[src/rtl/acs_pkg.sv]
package acs_pkg;

  localparam logic [1:0] TAG_INV = 2'b00;
  localparam logic [1:0] TAG_RO  = 2'b01;
  localparam logic [1:0] TAG_RW  = 2'b11;

  typedef enum logic [1:0] {
    OP_NOP  = 2'b00,
    OP_SET  = 2'b01,
    OP_CAP  = 2'b10,
    OP_NOP3 = 2'b11
  } ctl_op_e;

  typedef enum logic {
    ST_IDLE = 1'b0,
    ST_CAP  = 1'b1
  } cap_st_e;

  // Read needs bit 0 set (01 or 11); write needs full read-write.
  function automatic logic tag_permits(input logic [1:0] tag, input logic is_write);
    tag_permits = is_write ? (tag == TAG_RW) : tag[0];
  endfunction

endpackage

[src/rtl/acs_tag_ram.sv]
module acs_tag_ram #(
  parameter int BLK_W = 5,
  localparam int NBLK = 1 << BLK_W
) (
  input  logic             clk,
  input  logic             rst_n,
  input  logic [BLK_W-1:0] rd_blk,
  output logic [1:0]       rd_tag,
  input  logic             wr_en,
  input  logic [BLK_W-1:0] wr_blk,
  input  logic [1:0]       wr_tag
);

  logic [1:0] tag_q [NBLK];

  for (genvar g = 0; g < NBLK; g++) begin : g_entry
    logic hit;
    assign hit = wr_en && (wr_blk == BLK_W'(g));
    always_ff @(posedge clk or negedge rst_n) begin
      if (!rst_n) begin
        tag_q[g] <= acs_pkg::TAG_INV;
      end else if (hit) begin
        tag_q[g] <= wr_tag;
      end
    end
  end

  assign rd_tag = tag_q[rd_blk];

endmodule

[src/rtl/acs_access_check.sv]
module acs_access_check (
  input  logic       valid,
  input  logic       is_write,
  input  logic       alias_hit,
  input  logic       stall,
  input  logic [1:0] tag,
  output logic       err
);

  logic permitted;

  always_comb begin
    permitted = acs_pkg::tag_permits(tag, is_write);
    err       = valid && !stall && !alias_hit && !permitted;
  end

endmodule

[src/rtl/acs_capture_ctl.sv]
module acs_capture_ctl import acs_pkg::*; #(
  parameter int BLK_W  = 5,
  parameter int WPB_LG = 5,
  parameter int DATA_W = 32,
  localparam int WPB   = 1 << WPB_LG
) (
  input  logic                      clk,
  input  logic                      rst_n,
  input  logic                      ctl_valid,
  input  logic [1:0]                ctl_op,
  input  logic [BLK_W-1:0]          ctl_block,
  input  logic [1:0]                ctl_tag,
  output logic                      ctl_ready,
  output logic                      tag_we,
  output logic [BLK_W-1:0]          tag_wblk,
  output logic [1:0]                tag_wdata,
  output logic                      busy,
  output logic [BLK_W-1:0]          busy_blk,
  output logic                      mem_rd_en,
  output logic [BLK_W+WPB_LG-1:0]   mem_rd_addr,
  input  logic [DATA_W-1:0]         mem_rd_data,
  input  logic [WPB_LG-1:0]         buf_idx,
  output logic [DATA_W-1:0]         buf_rdata
);

  localparam logic [WPB_LG-1:0] LAST_WORD = WPB_LG'(WPB - 1);

  cap_st_e           state_q, state_d;
  logic [WPB_LG-1:0] cnt_q, cnt_d;
  logic [BLK_W-1:0]  blk_q, blk_d;
  logic              accept;
  logic              cap_we;
  logic [DATA_W-1:0] buf_q [WPB];

  // Next-state logic
  always_comb begin
    state_d = state_q;
    cnt_d   = cnt_q;
    blk_d   = blk_q;
    tag_we  = 1'b0;
    cap_we  = 1'b0;
    accept  = ctl_valid && (state_q == ST_IDLE);
    unique case (state_q)
      ST_IDLE: begin
        if (accept && (ctl_op == OP_SET)) begin
          tag_we = 1'b1;
        end
        if (accept && (ctl_op == OP_CAP)) begin
          tag_we  = 1'b1;
          state_d = ST_CAP;
          cnt_d   = '0;
          blk_d   = ctl_block;
        end
      end
      ST_CAP: begin
        cap_we = 1'b1;
        cnt_d  = cnt_q + 1'b1;
        if (cnt_q == LAST_WORD) begin
          state_d = ST_IDLE;
        end
      end
      default: state_d = ST_IDLE;
    endcase
  end

  // State registers
  always_ff @(posedge clk or negedge rst_n) begin
    if (!rst_n) begin
      state_q <= ST_IDLE;
      cnt_q   <= '0;
      blk_q   <= '0;
    end else begin
      state_q <= state_d;
      cnt_q   <= cnt_d;
      blk_q   <= blk_d;
    end
  end

  // Block buffer, data only, written under its own enable
  always_ff @(posedge clk) begin
    if (cap_we) begin
      buf_q[cnt_q] <= mem_rd_data;
    end
  end

  assign ctl_ready   = (state_q == ST_IDLE);
  assign busy        = (state_q == ST_CAP);
  assign busy_blk    = blk_q;
  assign tag_wblk    = ctl_block;
  assign tag_wdata   = ctl_tag;
  assign mem_rd_en   = cap_we;
  assign mem_rd_addr = {blk_q, cnt_q};
  assign buf_rdata   = buf_q[buf_idx];

endmodule

[src/rtl/acs_fault_log.sv]
module acs_fault_log #(
  parameter int ADDR_W = 13
) (
  input  logic              clk,
  input  logic              rst_n,
  input  logic              err,
  input  logic              is_write,
  input  logic [ADDR_W-1:0] addr,
  output logic              flt_valid,
  output logic              flt_write,
  output logic [ADDR_W-1:0] flt_addr
);

  logic              valid_d, write_d;
  logic [ADDR_W-1:0] addr_d;

  always_comb begin
    valid_d = flt_valid;
    write_d = flt_write;
    addr_d  = flt_addr;
    if (err) begin
      valid_d = 1'b1;
      write_d = is_write;
      addr_d  = addr;
    end
  end

  always_ff @(posedge clk or negedge rst_n) begin
    if (!rst_n) begin
      flt_valid <= 1'b0;
      flt_write <= 1'b0;
      flt_addr  <= '0;
    end else begin
      flt_valid <= valid_d;
      flt_write <= write_d;
      flt_addr  <= addr_d;
    end
  end

endmodule

[src/rtl/acs_snooper.sv]
module acs_snooper #(
  parameter int SPACE_W  = 12,
  parameter int BLOCK_LG = 7,
  parameter int DATA_W   = 32,
  localparam int ADDR_W  = SPACE_W + 1,
  localparam int BYTE_LG = $clog2(DATA_W / 8),
  localparam int WPB_LG  = BLOCK_LG - BYTE_LG,
  localparam int BLK_W   = SPACE_W - BLOCK_LG,
  localparam int WADDR_W = SPACE_W - BYTE_LG
) (
  input  logic               clk,
  input  logic               rst_n,
  input  logic               bus_valid,
  input  logic               bus_write,
  input  logic [ADDR_W-1:0]  bus_addr,
  output logic               bus_stall,
  output logic               bus_err,
  input  logic               ctl_valid,
  input  logic [1:0]         ctl_op,
  input  logic [BLK_W-1:0]   ctl_block,
  input  logic [1:0]         ctl_tag,
  output logic               ctl_ready,
  output logic               mem_rd_en,
  output logic [WADDR_W-1:0] mem_rd_addr,
  input  logic [DATA_W-1:0]  mem_rd_data,
  input  logic [WPB_LG-1:0]  buf_idx,
  output logic [DATA_W-1:0]  buf_rdata,
  output logic               flt_valid,
  output logic               flt_write,
  output logic [ADDR_W-1:0]  flt_addr
);

  // Reset: asserted asynchronously, released on the clock
  logic [1:0] rst_sync_q;
  logic       rst_int_n;

  always_ff @(posedge clk or negedge rst_n) begin
    if (!rst_n) begin
      rst_sync_q <= 2'b00;
    end else begin
      rst_sync_q <= {rst_sync_q[0], 1'b1};
    end
  end
  assign rst_int_n = rst_sync_q[1];

  logic             bus_alias;
  logic [BLK_W-1:0] bus_blk;
  logic [1:0]       bus_tag;
  logic             tag_we;
  logic [BLK_W-1:0] tag_wblk;
  logic [1:0]       tag_wdata;
  logic             cap_busy;
  logic [BLK_W-1:0] cap_blk;

  assign bus_alias = bus_addr[ADDR_W-1];
  assign bus_blk   = bus_addr[SPACE_W-1:BLOCK_LG];
  assign bus_stall = bus_valid && cap_busy && (bus_blk == cap_blk);

  acs_tag_ram #(.BLK_W(BLK_W)) u_tags (
    .clk    (clk),
    .rst_n  (rst_int_n),
    .rd_blk (bus_blk),
    .rd_tag (bus_tag),
    .wr_en  (tag_we),
    .wr_blk (tag_wblk),
    .wr_tag (tag_wdata)
  );

  acs_access_check u_check (
    .valid     (bus_valid),
    .is_write  (bus_write),
    .alias_hit (bus_alias),
    .stall     (bus_stall),
    .tag       (bus_tag),
    .err       (bus_err)
  );

  acs_capture_ctl #(
    .BLK_W  (BLK_W),
    .WPB_LG (WPB_LG),
    .DATA_W (DATA_W)
  ) u_cap (
    .clk         (clk),
    .rst_n       (rst_int_n),
    .ctl_valid   (ctl_valid),
    .ctl_op      (ctl_op),
    .ctl_block   (ctl_block),
    .ctl_tag     (ctl_tag),
    .ctl_ready   (ctl_ready),
    .tag_we      (tag_we),
    .tag_wblk    (tag_wblk),
    .tag_wdata   (tag_wdata),
    .busy        (cap_busy),
    .busy_blk    (cap_blk),
    .mem_rd_en   (mem_rd_en),
    .mem_rd_addr (mem_rd_addr),
    .mem_rd_data (mem_rd_data),
    .buf_idx     (buf_idx),
    .buf_rdata   (buf_rdata)
  );

  acs_fault_log #(.ADDR_W(ADDR_W)) u_flt (
    .clk       (clk),
    .rst_n     (rst_int_n),
    .err       (bus_err),
    .is_write  (bus_write),
    .addr      (bus_addr),
    .flt_valid (flt_valid),
    .flt_write (flt_write),
    .flt_addr  (flt_addr)
  );

endmodule

[config.mk]
export PLATFORM = sky130hd
export DESIGN_NAME = acs_snooper
export DESIGN_NICKNAME = d
export VERILOG_FILES = /design/src/rtl/acs_pkg.sv /design/src/rtl/acs_tag_ram.sv /design/src/rtl/acs_access_check.sv /design/src/rtl/acs_capture_ctl.sv /design/src/rtl/acs_fault_log.sv /design/src/rtl/acs_snooper.sv
export SDC_FILE = /design/constraint.sdc
export NUM_CORES = 1
export LEC_CHECK = 0
export BUFFER_PORTS_ARGS = -buffer_cell sky130_fd_sc_hd__buf_2
export CAP_MARGIN = 20
export CORE_ASPECT_RATIO = 0.8
export CORE_MARGIN = 8
export CORE_UTILIZATION = 30
export CTS_CLUSTER_SIZE = 10
export DETAILED_ROUTE_END_ITERATION = 10
export RECOVER_POWER = 50
export SLEW_MARGIN = 20
export SYNTH_ARGS = -nofsm -noshare
export SYNTH_HDL_FRONTEND = slang
export SYNTH_HIERARCHICAL = 1
export SYNTH_SLANG_ARGS = --single-unit
export TNS_END_PERCENT = 10
[constraint.sdc]
create_clock -name clk -period 3.48 [get_ports clk]
set_input_delay 0.522 -clock clk [delete_from_list [all_inputs] [get_ports clk]]
set_output_delay 0.522 -clock clk [all_outputs]
set_load 0.01 [all_outputs]
==> results of run 1 <==
cells in the final DEF, fill, tap and decap left out, types with 3 or more instances in the layout:
cell type and instances:
nor2_4 32, dlygate4sd3_1 8, nand4_1 5, clkbuf_1 59
ha_1 5, nor2_1 18, buf_12 43, mux2i_1 544
buf_2 73, inv_16 4, inv_1 5, and2b_1 3
a31oi_1 34, buf_4 60, edfxtp_1 1024, a22oi_1 110
clkbuf_16 132, nand3b_1 3, dfrtp_1 92, nand2b_1 5
a21oi_1 98, o21ai_0 5, xnor2_1 6, a22o_1 64
mux2_4 11, mux2_2 67, nand2_1 141, inv_6 5
clkinv_8 3, nor3_1 37, nand3_1 102
where the power goes:
part	internal, W	switching, W	total, W
sequential	0.0161	0.000400	0.0165
combinational	0.00116	0.00262	0.00378
clock	0.00684	0.00509	0.0119
total	0.0241	0.00811	0.0322
layout make-up:
cell class	instances	area [µm²]	share of cell area [%]
diodes	1	2.50	0.00483
multi-input cells	1324	10700	20.6
flip-flops and latches	1116	33100	63.8
clock inverters	17	249	0.481
repair buffers	241	1980	3.83
clock buffers	138	3350	6.46
well taps	1984	2480	4.79
inverters	5	18.8	0.0362
registers in the layout (all words and copies together), names as in the netlist:
| name | count |
|---|---|
| u_tags/tag_q | 64 |
| rst_sync_q | 2 |
| u_flt/flt_valid | 1 |
| u_flt/flt_addr | 13 |
| u_cap/busy | 1 |
| u_flt/flt_write | 1 |
| u_cap/cnt_q | 5 |
| u_cap/busy_blk | 5 |
| u_cap/buf_q | 1024 |
through the flow:
step	hold WS [ns]	total power [W]	worst slack (ns)	instances	area [µm²]
finish	0.0855	0.0322	0.267	4826	51800
floorplan	0.226	0.0186	0.525	2604	44500
global route	0.0388	0.0334	0.0315	4826	51800
CTS	0.0151	0.0326	0.211	4824	51900
global placement	0.309	0.0205	0.327	4661	48200
detailed placement	0.313	0.0206	0.254	4661	48200
cells by family after synthesis:
group | share of synthesized area [%]
flops | 74.3
mux | 14.3
simple gates | 3.91
compound gates | 4.85
buf+inv | 2.29
xor+xnor | 0.158
fa+ha+maj | 0.141
other cells | 0.00843
worst max-delay path, delay by kind of cell, from the launching register on:
| family | cells | cell delay, ns |
|---|---|---|
| AO/OA/AOI/OAI | 4 | 0.78 |
| AND/OR/NAND/NOR | 2 | 0.40 |
| flip-flops | 1 | 0.39 |
| buffers and inverters | 1 | 0.21 |
| multiplexers | 1 | 0.17 |
timing repair:
action | 4_1_cts | 5_1_grt
hold buffers | 8 | 0
hold endpoints to repair | 9 | 0
setup endpoints to repair | 0 | 0
path summary, 6_finish.rpt:
kind / start / to / slack (ns) / depth (start not counted)
worst min register to register: rst_sync_q[0] / rst_sync_q[1] / 0.35 / 0
worst min-delay path: bus_write / u_flt/flt_write / 0.09 / 2
worst max-delay path: u_tags/tag_q[35] / bus_err / 0.27 / 8
worst max register to register: u_cap/cnt_q[0] / u_cap/buf_q[16][3] / 0.86 / 6
min in group asynchronous: rst_n / rst_sync_q[0] / 0.15 / 2
max in group asynchronous: rst_sync_q[1] / u_flt/flt_addr[7] / 1.23 / 1
metal layers:
metal,routed length (µm),vias to the layer above,track usage [%]
li1,-,10563,-
met1,51300,12396,19.2
met2,49800,731,20.5
met3,7730,174,3.46
met4,2200,8,3.17
met5,33,-,0
==> qor.txt, run 1 <==
outcome -> completed
Core Rows -> 126
Post-synth top cells -> edfxtp_1 (1024), mux2i_1 (544), nand2_1 (142)
share of the synthesized area in the top cell type -> 69.2%
CP Max Fanout -> 2
# DRC -> 0
initial antenna violation count -> 12
Die Area -> 161000 µm²
Period minus WS final -> 3.21 ns
Warnings, synthesis -> 6
critical path type -> flop to output pin
TritonCTS clock tree -> done
relative slew slack -> 6.02%
Setup violations, final -> 0
Post-synth EDFFs -> 1024
Core Util, Final -> 35.1%
Starting Density -> 30.2%
LEAKAGE -> 18.3 nW
post-DP HPWL -> 60500 µm
routed vias/inst -> 4.95
clk_lat worst skew -> 0.74 ns
H-tree depth -> 4
Syn Nets -> 2673
Crit path arrival time -> 2.69 ns
first-pass GRT wire length -> 163000 µm
vias in the first global route -> 23906
Synth Register Bits -> 1116
chip height -> 360 µm
Synth area leader -> edfxtp_1
layout cells sized above 1 -> 15.9%
Clock transition at path regs -> 0.06 ns
cell count after synthesis -> 2604
Fmax achieved -> 311 MHz
Synth Flop Type -> edfxtp_1
worst hold-check path type -> primary input to flop
critical path, cell by cell -> mux2i_1, a22oi_1, and4b_1, a31oi_1, o311ai_1, nand2b_1, a2111oi_4, buf_2
number of port buffers -> 124
gr ovfl total -> 0
max-cap violations -> 0
postcts setup bufs -> 0
drt total wl -> 111000 µm
gp weighted congestion -> 0.801
clock tree sinks -> 1116
clk_skew -> 0.0368 ns
largest net degree at the start of global routing -> 76
top cells by area, synth -> edfxtp_1 (69%), mux2i_1 (12%), dfrtp_1 (5.2%), a22oi_1 (1.9%), mux2_2 (1.7%)
crit-path max cell delay -> 0.39 ns
Filler Cell Count -> 13798
core area -> 147000 µm²
routed via count -> 23872
gr usage total -> 13.4%
Area Growth Syn to Fin -> 16.5%
Top Ports -> 125
chip width -> 446 µm
root buffer cell -> clkbuf_16
post-CTS resize count -> 0
Pre-Repair DR Iteration Count -> 5
TritonCTS Buffers -> 131
most common cell in the synthesized netlist -> edfxtp_1
routed len/inst -> 23.0 µm
final slew viol count -> 0
cell with the largest stage delay on the worst path -> dfrtp_1
Hold Vio Cnt, Final -> 0
Setup TNS Final -> 0 ns
RSZ-0062 raised after global routing -> false
part of the cycle the worst path needs -> 92.3%
cell area after synthesis -> 44500 µm²
Antenna Violating Nets Remaining -> 0
drt first-iter violations -> 2184
Post-synth ARST share -> 8.24%
Worst Max-Slew Pin Slew -> 1.41 ns
Power Density -> 621 nW/µm²
maximum vdd drop -> 0.487 mV
clk buf depth -> 3
Synth cell types -> 47
CP Capture Type -> output pin
sequential area share after synthesis -> 74.3%
nets@finish -> 2888
Critical Path Source Type -> flop
Mean Syn Cell Area -> 17.1 µm²
critical path data required time -> 2.96 ns
(Power assumes the default switching activity.)
==> inputs of run 2 (changes only) <==
--- a/constraint.sdc
+++ b/constraint.sdc
@@ -3,2 +3,2 @@
 set_output_delay 0.522 -clock clk [all_outputs]
-set_load 0.01 [all_outputs]
+set_load 0.005 [all_outputs]
==> qor.txt, run 2 (synthesis gave the netlist of run 1 again) <==
# DRC -> 0
chip width -> 446 µm
Power Density -> 621 nW/µm²
routed len/inst -> 23.0 µm
cell with the largest stage delay on the worst path -> a2111oi_4
part of the cycle the worst path needs -> 93.7%
gr ovfl total -> 0
Die Area -> 161000 µm²
Clock transition at path regs -> 0.05 ns
gr usage total -> 13.4%
TritonCTS clock tree -> done
clk_lat worst skew -> 0.75 ns
FF/Latch Area -> 33100 µm²
max-cap violations -> 1
layout cells sized above 1 -> 16.4%
crit-path max cell delay -> 0.42 ns
Most flops, register -> u_cap/buf_q
Hold Vio Cnt, Final -> 0
Setup TNS Final -> 0 ns
number of port buffers -> 124
Critical Path Source Type -> flop
first-pass GRT wire length -> 162000 µm
nets@finish -> 2896
most frequent cells in the layout -> edfxtp_1 (1024), mux2i_1 (544), nand2_1 (141)
Starting Density -> 30.2%
max FFs per register -> 1024
postcts setup bufs -> 0
Filler Cell Count -> 13833
initial antenna violation count -> 13
gp weighted congestion -> 0.799
Setup violations, final -> 0
root buffer cell -> clkbuf_16
final slew viol count -> 58
chip height -> 360 µm
Period minus WS final -> 3.26 ns
RSZ-0062 raised after global routing -> false
maximum vdd drop -> 0.362 mV
Multi-input gate area -> 10700 µm²
commonest non-fill, non-tap cell in the layout -> edfxtp_1
CP delay by family, top -> compound AO/OA/AOI/OAI gates
largest net degree at the start of global routing -> 58
worst hold-check path type -> primary input to flop
Core Rows -> 126
Pre-Repair DR Iteration Count -> 7
critical path data required time -> 2.96 ns
Fmax achieved -> 307 MHz
Antenna Violating Nets Remaining -> 0
failing checks -> capacitance limit, slew limit
critical path type -> flop to output pin
LEAKAGE -> 18.5 nW
R2R Setup Slk -> 0.88 ns
CP Capture Type -> output pin
clk_skew -> 0.0416 ns
routed via count -> 23823
Worst Max-Slew Pin Slew -> 2.34 ns
Crit path arrival time -> 2.74 ns
outcome -> finished with violations
drt first-iter violations -> 2159
TritonCTS Buffers -> 130
routed vias/inst -> 4.93
H-tree depth -> 4
Largest regs -> u_cap/buf_q (1024), u_tags/tag_q (64), u_flt/flt_addr (13)
clock tree sinks -> 1116
CP Max Fanout -> 3
drt total wl -> 111000 µm
Worst Path Buf+Inv -> 1
core area -> 147000 µm²
Top Ports -> 125
clk buf depth -> 3
total power -> 0.0323 W
Area Growth Syn to Fin -> 17.1%
post-DP HPWL -> 60200 µm
vias in the first global route -> 23658
critical path, cell by cell -> mux2i_1, a22oi_1, and4b_1, a31oi_1, o311ai_1, nand2b_1, a2111oi_4, buf_2
relative slew slack -> -56.0%
-- run 2: changes by cell type in the layout (fill, tap and decap cells not counted), sizes merged --
cell | previous run | this run
buf | 177 | 197
bufinv | 0 | 1
clkbuf | 194 | 185
clkinv | 7 | 12
clkinvlp | 1 | 0
inv | 14 | 9
-- run 2: layout make-up --
type | count | area share, %
sequential | 1116 | 63.5
multi-input combinational | 1324 | 20.5
clock buffer | 140 | 6.32
tap | 1984 | 4.77
timing repair buffer | 250 | 4.07
clock inverter | 17 | 0.803
inverter | 5 | 0.0361
antenna | 1 | 0.00481
-- run 2: timing repair --
| action | 4_1_cts | 5_1_grt |
|---|---|---|
| gates resized for setup | 0 | 0 |
| hold buffers | 8 | 0 |
| endpoints found under the hold margin | 9 | 0 |
-- run 2: layer usage --
| layer | vias up | share of wire (%) | GRT usage [%] | routed length (µm) |
|---|---|---|---|---|
| li1 | 10593 | - | - | - |
| met1 | 12345 | 47 | 19.6 | 52400 |
| met2 | 717 | 45 | 20.2 | 49500 |
| met3 | 160 | 6.5 | 3.00 | 7200 |
| met4 | 8 | 1.8 | 3.31 | 2010 |
| met5 | - | 0.037 | 0 | 41 |
-- run 2: where the power goes --
group / total, W / leakage (nW) / internal (W) / switching [W]
Combinational: 0.00372 / 6.23 / 0.00116 / 0.00255
Sequential: 0.0165 / 10.5 / 0.0161 / 0.000404
Clock: 0.0121 / 1.79 / 0.00688 / 0.00525
Total: 0.0323 / 18.5 / 0.0241 / 0.00821
-- run 2: final timing paths --
path,from,to,depth (start not counted)
max in group asynchronous,rst_sync_q[1],u_flt/flt_addr[6],1
worst min-delay path,bus_write,u_flt/flt_write,2
worst min register to register,rst_sync_q[0],rst_sync_q[1],0
min in group asynchronous,rst_n,rst_sync_q[1],2
worst max-delay path,u_tags/tag_q[35],bus_err,8
worst max register to register,u_cap/cnt_q[0],u_cap/buf_q[27][21],5
-- run 2: stage by stage --
stage | hold slack, ns | worst slack, ns | std cells | utilization [%] | area (µm²)
after global placement | 0.309 | 0.271 | 4671 | 32.8 | 48300
after CTS | 0.0348 | 0.180 | 4836 | 35.4 | 52100
final | 0.0941 | 0.221 | 4837 | 35.3 | 52000
after detailed placement | 0.312 | 0.200 | 4671 | 32.8 | 48300
after global routing | 0.0490 | 0.0444 | 4837 | 35.3 | 52000
after floorplan | 0.226 | 0.601 | 2604 | - | 44500
